--- src/rtl/floppy_wr_pkg.sv ---
package floppy_wr_pkg;

  typedef enum logic [1:0] {EMIT_NONE, EMIT_DATA, EMIT_CRCH, EMIT_CRCL} emitSel_e;
  typedef enum logic [1:0] {END_OK, END_OR, END_DE, END_MA} endCode_e;

  typedef struct packed {
    logic     loadCmd;
    logic     bumpSec;
    logic     fieldClr;
    logic     dataStep;
    logic     padByte;
    emitSel_e emit;
    logic     latchRes;
    endCode_e endCode;
  } ctlStrobe_t;

  function automatic logic [15:0] crcByte(input logic [15:0] crcIn, input logic [7:0] b);
    logic [15:0] c;
    c = crcIn;
    for (int i = 7; i >= 0; i--) begin
      if (c[15] ^ b[i]) c = {c[14:0], 1'b0} ^ 16'h1021;
      else              c = {c[14:0], 1'b0};
    end
    return c;
  endfunction

endpackage

--- src/rtl/floppy_wr_dp.sv ---
module floppy_wr_dp
  import floppy_wr_pkg::*;
#(
  parameter int MAXN = 2
) (
  input  logic       clk,
  input  logic       rstN,
  input  ctlStrobe_t strb,
  input  logic [7:0] cylIn,
  input  logic [7:0] headIn,
  input  logic [7:0] secIn,
  input  logic [7:0] sizeIn,
  input  logic [7:0] eotIn,
  input  logic       multiTrack,
  input  logic [7:0] idCyl,
  input  logic [7:0] idHead,
  input  logic [7:0] idSec,
  input  logic [7:0] idSize,
  input  logic [7:0] fifoData,
  output logic       idMatch,
  output logic       atEot,
  output logic       lastByte,
  output logic       wrValid,
  output logic [7:0] wrByte,
  output logic [7:0] st0,
  output logic [7:0] st1,
  output logic [7:0] resC,
  output logic [7:0] resH,
  output logic [7:0] resR,
  output logic [7:0] resN
);

  localparam int LENW = 8 + MAXN;
  localparam logic [7:0] MAXN8 = 8'(MAXN);

  logic [7:0] curC, curH, curR, curN, eotR;
  logic       mtR;
  logic [LENW-1:0] byteCnt, lastIdx;
  logic [15:0] crc;
  logic [7:0]  dataByte, nEff;
  logic [1:0]  icCode;

  assign nEff     = (curN > MAXN8) ? MAXN8 : curN;
  assign lastIdx  = (LENW'(128) << nEff) - LENW'(1);
  assign lastByte = (byteCnt == lastIdx);
  assign idMatch  = (idCyl == curC) && (idHead == curH) && (idSec == curR) && (idSize == curN);
  assign atEot    = (curR == eotR);
  assign dataByte = strb.padByte ? 8'h00 : fifoData;
  assign icCode   = (strb.endCode == END_OK) ? 2'b00 : 2'b01;

  always_comb begin
    wrValid = 1'b1;
    unique case (strb.emit)
      EMIT_DATA: wrByte = dataByte;
      EMIT_CRCH: wrByte = crc[15:8];
      EMIT_CRCL: wrByte = crc[7:0];
      default: begin wrByte = 8'h00; wrValid = 1'b0; end
    endcase
  end

  always_ff @(posedge clk or negedge rstN) begin
    if (!rstN) begin
      curC <= '0; curH <= '0; curR <= '0; curN <= '0; eotR <= '0; mtR <= 1'b0;
      byteCnt <= '0; crc <= 16'hFFFF;
      st0 <= '0; st1 <= '0; resC <= '0; resH <= '0; resR <= '0; resN <= '0;
    end else begin
      if (strb.loadCmd) begin
        curC <= cylIn; curH <= headIn; curR <= secIn; curN <= sizeIn;
        eotR <= eotIn; mtR <= multiTrack;
      end
      if (strb.bumpSec) curR <= curR + 8'd1;
      if (strb.fieldClr) begin
        byteCnt <= '0;
        crc     <= 16'hFFFF;
      end else if (strb.dataStep) begin
        byteCnt <= byteCnt + LENW'(1);
        crc     <= crcByte(crc, dataByte);
      end
      if (strb.latchRes) begin
        resN <= curN;
        resC <= curC; resH <= curH; resR <= curR;
        if (strb.endCode == END_OK || strb.endCode == END_OR) begin
          if (!atEot) begin
            resR <= curR + 8'd1;
          end else begin
            resR <= 8'd1;
            if (!mtR) resC <= curC + 8'd1;
            else begin
              resH <= curH ^ 8'd1;
              if (curH[0]) resC <= curC + 8'd1;
            end
          end
        end
        st0 <= {icCode, 3'b000, curH[0], 2'b00};
        st1 <= {2'b00, strb.endCode == END_DE, strb.endCode == END_OR, 3'b000,
                strb.endCode == END_MA};
      end
    end
  end

  p_sec_bump_r4: assert property (@(posedge clk) disable iff (!rstN)
    strb.bumpSec |=> curR == $past(curR) + 8'd1);

  p_abort_de_r7: assert property (@(posedge clk) disable iff (!rstN)
    (strb.latchRes && strb.endCode == END_DE) |=> (st0[7:6] == 2'b01 && st1[5]));

endmodule

--- src/rtl/floppy_wr_ctl.sv ---
module floppy_wr_ctl
  import floppy_wr_pkg::*;
#(
  parameter int SETW = 16
) (
  input  logic            clk,
  input  logic            rstN,
  input  logic            start,
  input  logic            headLoaded,
  input  logic [SETW-1:0] settleCycles,
  input  logic            idValid,
  input  logic            idCrcOk,
  input  logic            indexPulse,
  input  logic            termCount,
  input  logic            fifoEmpty,
  input  logic            idMatch,
  input  logic            atEot,
  input  logic            lastByte,
  output ctlStrobe_t      strb,
  output logic            fifoRd,
  output logic            headLoad,
  output logic            done
);

  typedef enum logic [2:0] {S_IDLE, S_SETTLE, S_SCAN, S_DATA, S_CRCH, S_CRCL, S_DONE} state_e;

  state_e state, nextState;
  logic [SETW-1:0] settleCnt;
  logic idxSeen, cut, under;
  logic settleEnd;

  assign settleEnd = ({1'b0, settleCnt} + (SETW+1)'(1)) >= {1'b0, settleCycles};
  assign headLoad  = (state != S_IDLE);
  assign done      = (state == S_DONE);

  always_comb begin
    strb      = '0;
    fifoRd    = 1'b0;
    nextState = state;
    unique case (state)
      S_IDLE: if (start) begin
        strb.loadCmd = 1'b1;
        nextState    = headLoaded ? S_SCAN : S_SETTLE;
      end
      S_SETTLE: if (settleEnd) nextState = S_SCAN;
      S_SCAN: begin
        if (idValid) begin
          if (!idCrcOk) begin
            strb.latchRes = 1'b1; strb.endCode = END_DE; nextState = S_DONE;
          end else if (idMatch) begin
            strb.fieldClr = 1'b1; nextState = S_DATA;
          end
        end else if (indexPulse && idxSeen) begin
          strb.latchRes = 1'b1; strb.endCode = END_MA; nextState = S_DONE;
        end
      end
      S_DATA: begin
        strb.emit     = EMIT_DATA;
        strb.dataStep = 1'b1;
        strb.padByte  = cut | fifoEmpty;
        fifoRd        = !(cut | fifoEmpty);
        if (lastByte) nextState = S_CRCH;
      end
      S_CRCH: begin strb.emit = EMIT_CRCH; nextState = S_CRCL; end
      S_CRCL: begin
        strb.emit = EMIT_CRCL;
        if (cut || atEot) begin
          strb.latchRes = 1'b1;
          strb.endCode  = under ? END_OR : END_OK;
          nextState     = S_DONE;
        end else begin
          strb.bumpSec = 1'b1;
          nextState    = S_SCAN;
        end
      end
      default: nextState = S_IDLE;
    endcase
  end

  always_ff @(posedge clk or negedge rstN) begin
    if (!rstN) begin
      state <= S_IDLE; settleCnt <= '0; idxSeen <= 1'b0; cut <= 1'b0; under <= 1'b0;
    end else begin
      state <= nextState;
      if (state == S_SETTLE) settleCnt <= settleCnt + SETW'(1);
      else                   settleCnt <= '0;
      if (state != S_SCAN)   idxSeen <= 1'b0;
      else if (indexPulse)   idxSeen <= 1'b1;
      if (state == S_IDLE && start) begin
        cut <= 1'b0; under <= 1'b0;
      end else if (state == S_DATA && !cut) begin
        if (termCount)      cut <= 1'b1;
        else if (fifoEmpty) begin cut <= 1'b1; under <= 1'b1; end
      end
    end
  end

  p_done_single_r12: assert property (@(posedge clk) disable iff (!rstN)
    done |=> !done);

  p_crc_pair_r3: assert property (@(posedge clk) disable iff (!rstN)
    (state == S_CRCH) |=> (state == S_CRCL));

  p_settle_no_data_r1: assert property (@(posedge clk) disable iff (!rstN)
    (state == S_SETTLE) |=> (state != S_DATA));

endmodule

--- src/rtl/floppy_wr_seq.sv ---
module floppy_wr_seq
  import floppy_wr_pkg::*;
#(
  parameter int MAXN = 2,
  parameter int SETW = 16
) (
  input  logic            clk,
  input  logic            rstN,
  input  logic            start,
  input  logic [7:0]      cylIn,
  input  logic [7:0]      headIn,
  input  logic [7:0]      secIn,
  input  logic [7:0]      sizeIn,
  input  logic [7:0]      eotIn,
  input  logic            multiTrack,
  input  logic            headLoaded,
  input  logic [SETW-1:0] settleCycles,
  input  logic            idValid,
  input  logic [7:0]      idCyl,
  input  logic [7:0]      idHead,
  input  logic [7:0]      idSec,
  input  logic [7:0]      idSize,
  input  logic            idCrcOk,
  input  logic            indexPulse,
  input  logic            termCount,
  input  logic            fifoEmpty,
  input  logic [7:0]      fifoData,
  output logic            fifoRd,
  output logic            headLoad,
  output logic            wrValid,
  output logic [7:0]      wrByte,
  output logic            done,
  output logic [7:0]      st0,
  output logic [7:0]      st1,
  output logic [7:0]      resC,
  output logic [7:0]      resH,
  output logic [7:0]      resR,
  output logic [7:0]      resN
);

  ctlStrobe_t strb;
  logic idMatch, atEot, lastByte;

  floppy_wr_ctl #(.SETW(SETW)) u_ctl (
    .clk, .rstN, .start, .headLoaded, .settleCycles, .idValid, .idCrcOk,
    .indexPulse, .termCount, .fifoEmpty, .idMatch, .atEot, .lastByte,
    .strb, .fifoRd, .headLoad, .done
  );

  floppy_wr_dp #(.MAXN(MAXN)) u_dp (
    .clk, .rstN, .strb, .cylIn, .headIn, .secIn, .sizeIn, .eotIn, .multiTrack,
    .idCyl, .idHead, .idSec, .idSize, .fifoData, .idMatch, .atEot, .lastByte,
    .wrValid, .wrByte, .st0, .st1, .resC, .resH, .resR, .resN
  );

  p_fifo_byte_r2: assert property (@(posedge clk) disable iff (!rstN)
    fifoRd |-> (wrValid && wrByte == fifoData && !fifoEmpty));

  p_pad_zero_r5: assert property (@(posedge clk) disable iff (!rstN)
    (strb.emit == EMIT_DATA && !fifoRd) |-> (wrByte == 8'h00));

endmodule

--- config.mk ---
export PLATFORM = sky130hd
export DESIGN_NAME = floppy_wr_seq
export DESIGN_NICKNAME = d
export VERILOG_FILES = /design/src/rtl/floppy_wr_pkg.sv /design/src/rtl/floppy_wr_dp.sv /design/src/rtl/floppy_wr_ctl.sv /design/src/rtl/floppy_wr_seq.sv
export SDC_FILE = /design/constraint.sdc
export NUM_CORES = 1
export LEC_CHECK = 0
export BUFFER_PORTS_ARGS = -buffer_cell sky130_fd_sc_hd__buf_2
export CORE_ASPECT_RATIO = 0.5
export CORE_MARGIN = 5
export CORE_UTILIZATION = 36
export DETAILED_ROUTE_END_ITERATION = 7
export PLACE_DENSITY = 0.55
export SETUP_SLACK_MARGIN = 0.2
export SLEW_MARGIN = 20
export SYNTH_ARGS = -nofsm -noshare
export SYNTH_HDL_FRONTEND = slang
export SYNTH_HIERARCHICAL = 1
export SYNTH_SLANG_ARGS = --single-unit
--- constraint.sdc ---
create_clock -name clk -period 6.1 [get_ports clk]
set_input_delay 0 -clock clk [delete_from_list [all_inputs] [get_ports clk]]
set_output_delay 0 -clock clk [all_outputs]
set_load 0.02 [all_outputs]
==> metrics <==
adder and majority cell fraction of the synthesized area=3.466%; count of distinct cell types in the synthesized netlist=79; Resized Gates After CTS=0; Fin. Hold Viols=0; Synth warnings=6; final worst-path cycle share=62.91%; synth top area cells=dfrtp_1, mux2_2, xor2_1; leading cell types by count after synthesis=dfrtp_1, nor2_1, mux2_2, xor2_1, nand2_1; count of flip-flops with a built-in enable after synthesis=0; max cap viols=0; Slew @ Worst Pin=0.9309 ns; CP Data Arrival Time=4.18 ns; io pins=166; top cell type's share of synthesized area=36.32%; clock net sink count=126; Clock transition at path regs=0.06 ns; kind of path behind the tightest hold check=input port to flip-flop; final number of setup-violating endpoints=0; die width=215.2 um; run status=finished, final reports clean; number of port buffers=154; type of the worst setup path=flip-flop to flip-flop; CP Cell Sequence=xnor2_1, nand4_1, nor2_1, nor2_1, o22ai_4, buf_4, nand2b_1, or4_1, nand3_1; mean instance size in the synthesized netlist=10.11 um2; HPWL after DPL=15310 um; routed vias/inst=5.012; final global-route overflow total=0; antenna violations before repair=0; Most Frequent Cell on Critical Path=nor2_1; critical path launch point type=flip-flop; PD cells=486.1 nW/um2; clock latency reported for the late side of the worst-skew pair=0.41 ns; Min Hold Slack=0.04286 ns; Max IR drop VDD=200.7 uV; combined global-route utilization of all metal layers=17.34%; mean routed wirelength per cell=17.14 um; largest family of logic cells by synthesized area=simple AND/OR/NAND/NOR gates; xor and xnor fraction of the mapped netlist area=12.18%; Static Leak=4.372 nW; Post CTS Setup Buffer Count=0; combined area of all synthesized cells=7580 um2; setup slack, reg-to-reg=2.26 ns; final critical delay including setup and external delays=3.838 ns; Detailed Route WL=20950 um; number of cell rows=37; area fraction in and, or, nand and nor cells after synthesis=17.13%; count of unresolved DRC violations after routing=0; library cell with the highest instance count after synthesis=dfrtp_1; Fin Setup TNS=0 ns; RSZ-0062 raised after global routing=false; ant diodes=0; largest net degree at the start of global routing=47; area of the core region=20600 um2; multiplexer fraction of the synthesized cell area=7.544%; TritonCTS clock tree=yes; proportion of register bits with asynchronous set or reset after synthesis=100.0%; top fanout value on the critical path=37; Post-CTS Hold Buffers=47; top cell type by total area after synthesis=dfrtp_1; DIE AREA=24230 um2; initial cell density of the core=36.79%; top achievable clock speed=260.6 MHz; layout-stage area growth over the synthesis result=26.48%; count of TritonRoute iterations in the first routing pass=4; Clk Tree Root Cell=clkbuf_16; share of cells above drive strength 1=29.50%; number of pins exceeding their max-slew limit in the final report=0; Slew headroom=37.94%; last weighted congestion value of the routability-driven placer=0.8387; DRT antenna net count=0; CP peak stage delay=0.74 ns; wire length of the first global-routing pass=34230 um; number of nets in the final layout=1063; number of DRC markers after the initial detailed-route iteration=305; DR vias=6125; clock tree buffer depth=2; element type at the critical path end=flip-flop; post-synthesis sequential area ratio=41.86%; synthesized-area fraction occupied by ao, oa, aoi and oai cells=12.40%; Critical Path Slowest Stage Cell=o22ai_4; clock buffer count from CTS=17; primary flip-flop cell chosen by synthesis mapping=dfrtp_1; vias in the first global route=6358; number of cells produced by synthesis=750; die height=112.6 um; skew final=0.01023 ns; H-Tree Level Count=4; required time of the worst setup path=6.44 ns; post-synthesis register bit count=126
==> critical path, delay by kind of cell, from the launching register on <==
| kind | cells | cell delay (ns) |
|---|---|---|
| compound gates | 1 | 0.74 |
| xor+xnor | 1 | 0.25 |
| buf+inv | 1 | 0.46 |
| flops | 1 | 0.52 |
| simple gates | 6 | 1.77 |
==> metal layers <==
| layer | share of wire (%) | GRT usage (%) | vias to the layer above | routed length, um |
|---|---|---|---|---|
| li1 | - | - | 3015 | - |
| met5 | 0 | 0 | - | 0 |
| met3 | 4.1 | 3.126 | 15 | 858 |
| met1 | 46 | 22.86 | 2971 | 9577 |
| met2 | 49 | 29.81 | 124 | 10250 |
| met4 | 1.2 | 4.303 | 0 | 259 |
==> power breakdown <==
group | internal, W | leakage, nW | switching (W)
Clock | 0.000568 | 0.261 | 0.000420
Sequential | 0.00123 | 1.52 | 0.000405
Combinational | 0.000980 | 2.59 | 0.00106
Total | 0.00277 | 4.37 | 0.00189
==> stage by stage <==
step	instance area, um2	cells	util [%]	setup slack, ns	total power (W)
after global routing	9587	1222	46.54	1.880	0.004979
final	9587	1222	46.54	2.262	0.004660
after floorplan	7617	760	-	3.400	0.003093
after CTS	9587	1222	46.54	2.301	0.004705
after detailed placement	8551	1143	41.51	2.319	0.003664
after global placement	8551	1143	41.51	2.384	0.003630
==> registers in the layout, indices dropped and copies added, names as in the netlist <==
| signal | count |
|---|---|
| u_dp/resC | 8 |
| u_dp/curR | 8 |
| u_dp/byteCnt | 10 |
| u_ctl/cut | 1 |
| u_dp/resR | 8 |
| u_dp/resN | 8 |
| u_ctl/under | 1 |
| u_ctl/idxSeen | 1 |
| u_dp/eotR | 8 |
| u_dp/st0 | 2 |
| u_dp/crc | 16 |
| u_dp/st1 | 3 |
| u_ctl/settleCnt | 16 |
| u_dp/resH | 8 |
| u_dp/mtR | 1 |
| u_dp/curC | 8 |
| u_dp/curN | 8 |
| u_ctl/state | 3 |
| u_dp/curH | 8 |
==> area by class of cell <==
type                            count  area, um2
Clock buffer                       18      429.2
Clock inverter                     14      136.4
Fill cell                        1930      11010
Inverter                           35      131.4
Multi-Input combinational cell    546       4064
Sequential cell                   126       3173
Tap cell                          273      341.6
Timing Repair Buffer              210       1311
==> logic make-up (layout without fill, tap and decap cells) <==
kind of cell    Yosys count  after routing
fa+ha+maj                21             21
other cells               1             11
mux                      51             51
simple gates            239            239
buf+inv                  88            277
flops                   126            126
compound gates          135            135
xor+xnor                 89             89
==> worst paths after layout <==
path                          startpoint  cells after the start                  to
max                         u_dp/curR[4]                      9        u_dp/resC[2]
min                                start                      4      u_ctl/state[2]
max reg2reg                 u_dp/curR[4]                      9        u_dp/resC[2]
min reg2reg                u_ctl/idxSeen                      2       u_ctl/idxSeen
max in group asynchronous           rstN                      4  u_ctl/settleCnt[0]
min in group asynchronous           rstN                      2        u_dp/curR[6]
==> placed cells by master, fill, tap and decap left out, drive strengths merged, types with 6 or more instances in the layout <==
master       synthesis  final
and3                 6      6
dfrtp              110    110
nand2b              14     14
nand2               42     42
nand3               17     17
dfstp               16     16
buf                 25    163
conb                 1     11
nor2                58     58
nor4                13     13
a22o                 9      9
a31oi               17     17
xnor2               30     30
nor3                13     13
nor2b               31     31
mux2                49     49
a21oi               24     24
clkbuf              28     18
inv                 35     39
or3                  6      6
o21ai               28     28
nand4               17     17
xor2                50     50
a211o                9      9
ha                  21     21
dlygate4sd3          0     47
Power figures use the tool's default switching activity.
